### config.mk
export PLATFORM = sky130hd
export DESIGN_NAME = route_cell2x2
export DESIGN_NICKNAME = d
export VERILOG_FILES = /design/src/rtl/route2_pkg.sv /design/src/rtl/route2_arbiter.sv /design/src/rtl/route2_fwd_path.sv /design/src/rtl/route2_ret_path.sv /design/src/rtl/route_cell2x2.sv
export SDC_FILE = /design/constraint.sdc
export NUM_CORES = 1
export LEC_CHECK = 0
export BUFFER_PORTS_ARGS = -buffer_cell sky130_fd_sc_hd__clkbuf_2
export CORE_AREA = 10 10 121 123
export DETAILED_ROUTE_END_ITERATION = 16
export DIE_AREA = 0 0 131 133
export GPL_ROUTABILITY_DRIVEN = 0
export PLACE_DENSITY_LB_ADDON = 0.05
export SLEW_MARGIN = 20
export SYNTH_ARGS = -nofsm -noshare
export SYNTH_HDL_FRONTEND = slang
export SYNTH_SLANG_ARGS = --single-unit
### constraint.sdc
create_clock -name vclk -period 2.86
set_input_delay 0.572 -clock vclk [all_inputs]
set_output_delay 0.572 -clock vclk [all_outputs]
set_load 0.02 [all_outputs]
### src/rtl/route2_pkg.sv
package route2_pkg;

  typedef enum logic {
    LINK_STRAIGHT = 1'b0,
    LINK_CROSS    = 1'b1
  } link_e;

  // Port 0 always granted when asking; port 1 loses on equal routing bits.
  function automatic logic [1:0] grant_of(input logic [1:0] req, input logic [1:0] dir);
    logic [1:0] g;
    g[0] = req[0];
    g[1] = req[1] & ~(req[0] & (dir[0] == dir[1]));
    return g;
  endfunction

  // Port 0 sets the link when active, otherwise port 1 does.
  function automatic link_e link_of(input logic [1:0] req, input logic [1:0] dir);
    logic x;
    if (req[0]) x = dir[0];
    else        x = req[1] & ~dir[1];
    return link_e'(x);
  endfunction

  // Upstream port feeding downstream port o (and vice versa) under a link setting.
  function automatic int unsigned peer_of(input int unsigned o, input link_e lk);
    return (lk == LINK_CROSS) ? (1 - o) : o;
  endfunction

endpackage

### src/rtl/route2_arbiter.sv
module route2_arbiter
  import route2_pkg::*;
(
  input  logic [1:0] req,
  input  logic [1:0] dir,
  output logic [1:0] grant,
  output logic [1:0] blocked,
  output link_e      link
);
  always_comb begin
    grant   = grant_of(req, dir);
    blocked = req & ~grant;
    link    = link_of(req, dir);
  end
endmodule

### src/rtl/route2_fwd_path.sv
module route2_fwd_path
  import route2_pkg::*;
#(
  parameter int unsigned BUS_W = 8
) (
  input  link_e              link,
  input  logic [1:0]         grant,
  input  logic [2*BUS_W-1:0] up_bus,
  output logic [1:0]         dn_req,
  output logic [2*BUS_W-1:0] dn_bus
);
  for (genvar o = 0; o < 2; o++) begin : g_out
    always_comb begin
      if (link == LINK_CROSS) begin
        dn_req[o]                 = grant[1-o];
        dn_bus[o*BUS_W +: BUS_W]  = up_bus[(1-o)*BUS_W +: BUS_W];
      end else begin
        dn_req[o]                 = grant[o];
        dn_bus[o*BUS_W +: BUS_W]  = up_bus[o*BUS_W +: BUS_W];
      end
    end
  end
endmodule

### src/rtl/route2_ret_path.sv
module route2_ret_path
  import route2_pkg::*;
#(
  parameter int unsigned DATA_W = 8
) (
  input  link_e               link,
  input  logic [1:0]          grant,
  input  logic [1:0]          blocked,
  input  logic [2*DATA_W-1:0] dn_rdata,
  input  logic [1:0]          dn_busy,
  output logic [2*DATA_W-1:0] up_rdata,
  output logic [1:0]          up_busy
);
  for (genvar i = 0; i < 2; i++) begin : g_up
    always_comb begin
      if (link == LINK_CROSS) begin
        up_rdata[i*DATA_W +: DATA_W] = dn_rdata[(1-i)*DATA_W +: DATA_W];
        up_busy[i] = blocked[i] | (grant[i] & dn_busy[1-i]);
      end else begin
        up_rdata[i*DATA_W +: DATA_W] = dn_rdata[i*DATA_W +: DATA_W];
        up_busy[i] = blocked[i] | (grant[i] & dn_busy[i]);
      end
    end
  end
endmodule

### src/rtl/route_cell2x2.sv
module route_cell2x2
  import route2_pkg::*;
#(
  parameter int unsigned ADDR_W = 16,
  parameter int unsigned DATA_W = 32
) (
  input  logic [1:0]          req_i,
  input  logic [1:0]          dir_i,
  input  logic [2*ADDR_W-1:0] addr_i,
  input  logic [2*DATA_W-1:0] wdata_i,
  input  logic [1:0]          we_i,
  output logic [2*DATA_W-1:0] rdata_o,
  output logic [1:0]          busy_o,
  output logic [1:0]          dn_req_o,
  output logic [2*ADDR_W-1:0] dn_addr_o,
  output logic [2*DATA_W-1:0] dn_wdata_o,
  output logic [1:0]          dn_we_o,
  input  logic [2*DATA_W-1:0] dn_rdata_i,
  input  logic [1:0]          dn_busy_i
);
  localparam int unsigned BUS_W = 1 + DATA_W + ADDR_W;

  logic [1:0]         grant;
  logic [1:0]         blocked;
  link_e              link;
  logic [2*BUS_W-1:0] up_bus;
  logic [2*BUS_W-1:0] dn_bus;

  route2_arbiter u_arb (
    .req     (req_i),
    .dir     (dir_i),
    .grant   (grant),
    .blocked (blocked),
    .link    (link)
  );

  for (genvar k = 0; k < 2; k++) begin : g_pack
    assign up_bus[k*BUS_W +: BUS_W] =
      {we_i[k], wdata_i[k*DATA_W +: DATA_W], addr_i[k*ADDR_W +: ADDR_W]};
    assign dn_addr_o[k*ADDR_W +: ADDR_W]  = dn_bus[k*BUS_W +: ADDR_W];
    assign dn_wdata_o[k*DATA_W +: DATA_W] = dn_bus[k*BUS_W + ADDR_W +: DATA_W];
    assign dn_we_o[k]                     = dn_bus[k*BUS_W + ADDR_W + DATA_W];
  end

  route2_fwd_path #(.BUS_W(BUS_W)) u_fwd (
    .link   (link),
    .grant  (grant),
    .up_bus (up_bus),
    .dn_req (dn_req_o),
    .dn_bus (dn_bus)
  );

  route2_ret_path #(.DATA_W(DATA_W)) u_ret (
    .link     (link),
    .grant    (grant),
    .blocked  (blocked),
    .dn_rdata (dn_rdata_i),
    .dn_busy  (dn_busy_i),
    .up_rdata (rdata_o),
    .up_busy  (busy_o)
  );
endmodule

**Word level (Yosys, flattened, before mapping)**

Index checks and enable logic that the tools add are counted.
W data, S select, Z words.

- Flip-flop bits (word level): 0
- Memory bits (read-only): 0
- Output and inout port bits: 166
- Latch bits: 0
- Logic and storage cells: 25
- Memories kept: 0
- Bits in writable memories: 0

- Add/sub/neg operators: 0
- Equality and inequality tests: 1
- Bitwise operators: 15
- $lt $le $gt $ge: 0
- Muxes and demuxes: 9
- Multipliers: 0
- Shift-type cells: 0
- Div/mod/pow operators: 0
- Reduce and logical (&&, ||, !) cells: 0

Operators by type and width:

| kind | count |
|---|---|
| $mux W49 | 2 |
| $mux W32 | 2 |
| $and A1 B1 Y1 | 7 |
| $mux W1 | 5 |
| $or A1 B1 Y1 | 4 |
| $and A2 B2 Y2 | 1 |
| $not A1 Y1 | 2 |
| $not A2 Y2 | 1 |
| $eq A1 B1 Y1 | 1 |

**Depth between registers and ports, before layout**

- Depth in word-level cells: 8
- Gate-level depth with buffers: 5

**By module**

Synthesis repeated with hierarchy kept, for this count alone.

- Cell total of the unflattened synthesis: 195
- Area, all modules: 2155.8 um2

Modules (own cells, without submodules):

| module | sequential area each (um2) | cells each | area each (um2) | instances |
|---|---|---|---|---|
| route2_fwd_path | 0.0 | 111 | 1275.0 | 1 |
| route2_ret_path | 0.0 | 75 | 824.5 | 1 |
| route2_arbiter | 0.0 | 9 | 56.3 | 1 |

**Worst setup path before layout**

OpenSTA, ideal clock, no wires.

- Path kind: input port to output port
- Start point: input req_i[1]
- End point: output dn_wdata_o[10]
- Arrival time: 1719 ps
- Data required time: 2288 ps
- Setup slack: 569 ps
- Cell stages on the path: 5
- Cells stage by stage: inv_2 -> o31ai_4 -> buf_4 -> buf_4 -> mux2_1

- Longest elaborated chain between the ends: 3

RTL lines:

| what | RTL line | text |
|---|---|---|
| start, declared | route_cell2x2.sv:7 | `input logic [1:0] req_i,` |
| $and A1 B1 Y1 | route2_pkg.sv:20 | `else x = req[1] & ~dir[1];` |
| $mux W1 | route2_pkg.sv:19 | `if (req[0]) x = dir[0];` |
| $mux W49 | route2_fwd_path.sv:14 | `if (link == LINK_CROSS) begin` |
| end, declared | route_cell2x2.sv:16 | `output logic [2*DATA_W-1:0] dn_wdata_o,` |

Every way passes these cells.

**Worst setup path in the final report**

- Start point: input req_i[1]
- End point: output rdata_o[49]

- Longest elaborated chain between the ends: 3

RTL lines:

| what | RTL line | text |
|---|---|---|
| $and A1 B1 Y1 | route2_pkg.sv:20 |  |
| $mux W1 | route2_pkg.sv:19 |  |
| $mux W32 | route2_ret_path.sv:16 | `if (link == LINK_CROSS) begin` |
| end, declared | route_cell2x2.sv:12 | `output logic [2*DATA_W-1:0] rdata_o,` |

Every way passes these cells.

==> results.py <==
metrics = {
    "timing": {
        "finalSetupViolations": 0,
        "rsz0062_at_grt": "no",
        "hold_viol": 0,
        "fin_tns_setup_ns": 0,
        "min_period_over_period_pct": 91.0,
        "finalWorstSetupSlack_ns": 0.257,
        "holdWs_ns": 1.50,
        "timing.slew.headroom_pct": 79.0,
        "fin_crit_ns": 2.60,
        "fmax_mhz": 384,
        "worstMarginPinSlew_ns": 0.315,
        "finalMaxSlewViolations": 0,
    },
    "route": {
        "ant_nets": 0,
        "vias_per_cell": 4.22,
        "vias": 2908,
        "drc": 0,
        "drt_iter0_markers": 24,
        "post_drt_wl_per_cell_microns": 18.6,
        "drtPass1Iterations": 2,
        "wl_microns": 12800,
    },
    "cells_and_area": {
        "seq_cells": 0,
        "layout-drive-gt1-share_pct": 82.6,
        "fin_area_sq_um": 3930,
        "n_fill_cell": 1339,
        "syn2layout_area_growth_pct": 95.2,
        "final_core_util_pct": 31.8,
        "register_area_sq_um": 0,
        "nClkBuffers": 0,
        "layout_commonest_cell": "clkbuf_2",
        "final_cell_mix": "334 x clkbuf_2, 82 x mux2_2, 80 x mux2_1",
        "num-nets-final": 686,
    },
    "job": {
        "drv_cap": 0,
    },
    "global_route": {
        "grt_usage_pct": 13.1,
        "grt_max_degree": 63,
        "grt_pass1_vias": 3161,
        "grt_pass1_wl_microns": 18000,
        "grt_overflow": 0,
        "antenna_found_initial": 1,
    },
    "logic_synthesis": {
        "syn-num-nets": 359,
        "yosysSeqAreaShare_pct": 0,
        "syn-instance-count": 191,
        "yosysWarnings": 0,
        "syn_area_per_cell_sq_um": 10.5,
        "yosys.cell_types.count": 13,
        "syn-cell-area_sq_um": 2010,
    },
    "setup_path": {
        "cp.arrival_ns": 2.03,
        "crit_family": "buffers and inverters",
        "slowest_stage": "mux2_1",
        "cp_num_buf_inv": 5,
        "crit_path_max_fanout": 29,
        "critPathMaxStageDelay_ns": 0.36,
        "path_class": "in2out",
        "startpoint_type": "input pin",
        "crit_chain": "clkbuf_2 -> inv_2 -> o31ai_4 -> buf_12 -> buf_12 -> mux2_1 -> clkbuf_2",
        "cp.required_ns": 2.29,
        "endpoint_kind": "output pin",
    },
    "hold_path": {
        "hp-start": "dn_rdata_i[58]",
        "holdPathStages": 3,
        "hold_end": "rdata_o[58]",
        "hold_path_class": "in2out",
    },
    "power_and_ir_drop": {
        "clkPwrFrac_pct": 0,
        "switchingPower_mw": 0.555,
        "internal_power_mw": 0.413,
        "p_leak_nw": 2.12,
        "combPwrFrac_pct": 100.0,
        "vdd_drop_max_mv": 0.0863,
        "seqPwrFrac_pct": 0,
        "swShare_pct": 57.3,
        "p_per_area_nw_per_um2": 246,
    },
    "die": {
        "fp.dieH_microns": 133,
        "core_sq_um": 12400,
        "die_w_microns": 131,
        "num_rows": 41,
        "io_pins": 334,
        "start_util_pct": 16.3,
        "die-area_sq_um": 17400,
    },
    "place": {
        "place_ws_ns": 0.244,
        "port_buffers": 334,
        "place_area_sq_um": 3930,
        "dp_hpwl_microns": 12000,
    },
    "clocking": {
        "cts_resized": 0,
        "post-cts-setup-buffers": 0,
        "cts-hold-fix-buffers": 0,
    },
    "run_status": {
        "status": "finished, final reports clean",
    },
}
-- worst min-delay path, stage by stage --
cell and delay [ns]:
clkbuf_2 0.08, mux2_1 0.11, clkbuf_2 0.16
-- logic make-up (layout without fill, tap and decap cells) --
| kind of cell | after synthesis | count (layout) | synth area share (%) |
|---|---|---|---|
| simple gates | 6 | 6 | 1.31 |
| compound gates | 3 | 3 | 1.86 |
| buf+inv | 19 | 344 | 5.72 |
| other cells | 0 | 1 | 0 |
| mux | 163 | 163 | 91.1 |
-- per-layer routing --
| layer | GRT usage [%] | wire, microns | vias up |
|---|---|---|---|
| met3 | 7.63 | 2150 | 8 |
| met2 | 26.5 | 6810 | 201 |
| met4 | 1.48 | 159 | 0 |
| li1 | - | - | 1393 |
| met5 | 0 | 0 | - |
| met1 | 10.5 | 3710 | 1306 |
-- per-stage QoR --
step	power (mW)	instances
floorplan	0.574	191
global placement	0.986	688
detailed placement	0.985	688
CTS	0.989	688
global route	1.04	689
finish	0.967	689
-- synthesized netlist by cell type --
cell / instances / area (sq um)
mux2_2: 82 / 923
mux2_1: 80 / 901
buf_4: 9 / 67.6
buf_2: 8 / 40.0
nand2_1: 3 / 11.3
nor2_1: 2 / 7.51
inv_1: 1 / 3.75
inv_2: 1 / 3.75
mux2i_1: 1 / 10.0
nand3b_1: 1 / 7.51
o22ai_1: 1 / 6.26
o311a_1: 1 / 10.0
o31ai_4: 1 / 21.3
-- power by group through the flow --
stage	combinational, mW	sequential, mW	clock, mW
6_report	0.967	0	0.0000000467
5_1_grt	1.04	0	0.0000000467
4_1_cts	0.989	0	0
3_5_place_dp	0.985	0	0
3_3_place_gp	0.986	0	0
2_1_floorplan	0.574	0	0
-- worst max-delay path by stage --
stage                   from              to  slack [ns]  depth (start not counted)
floorplan           req_i[1]  dn_wdata_o[10]        0.57                          5
global placement    req_i[1]     rdata_o[49]        0.26                          7
detailed placement  req_i[1]     rdata_o[49]        0.24                          7
CTS                 req_i[1]     rdata_o[49]        0.25                          7
global route        req_i[1]     rdata_o[49]        0.19                          7
finish              req_i[1]     rdata_o[49]        0.26                          7
-- cell type report --
| cell class | count | area (sq um) | area share (%) |
|---|---|---|---|
| antenna | 1 | 2.50 | 0.0637 |
| inverter | 2 | 7.51 | 0.191 |
| multi-input combinational | 172 | 1900 | 48.3 |
| tap | 172 | 215 | 5.48 |
| timing repair buffer | 342 | 1810 | 46.0 |
(Power assumes the default switching activity.)
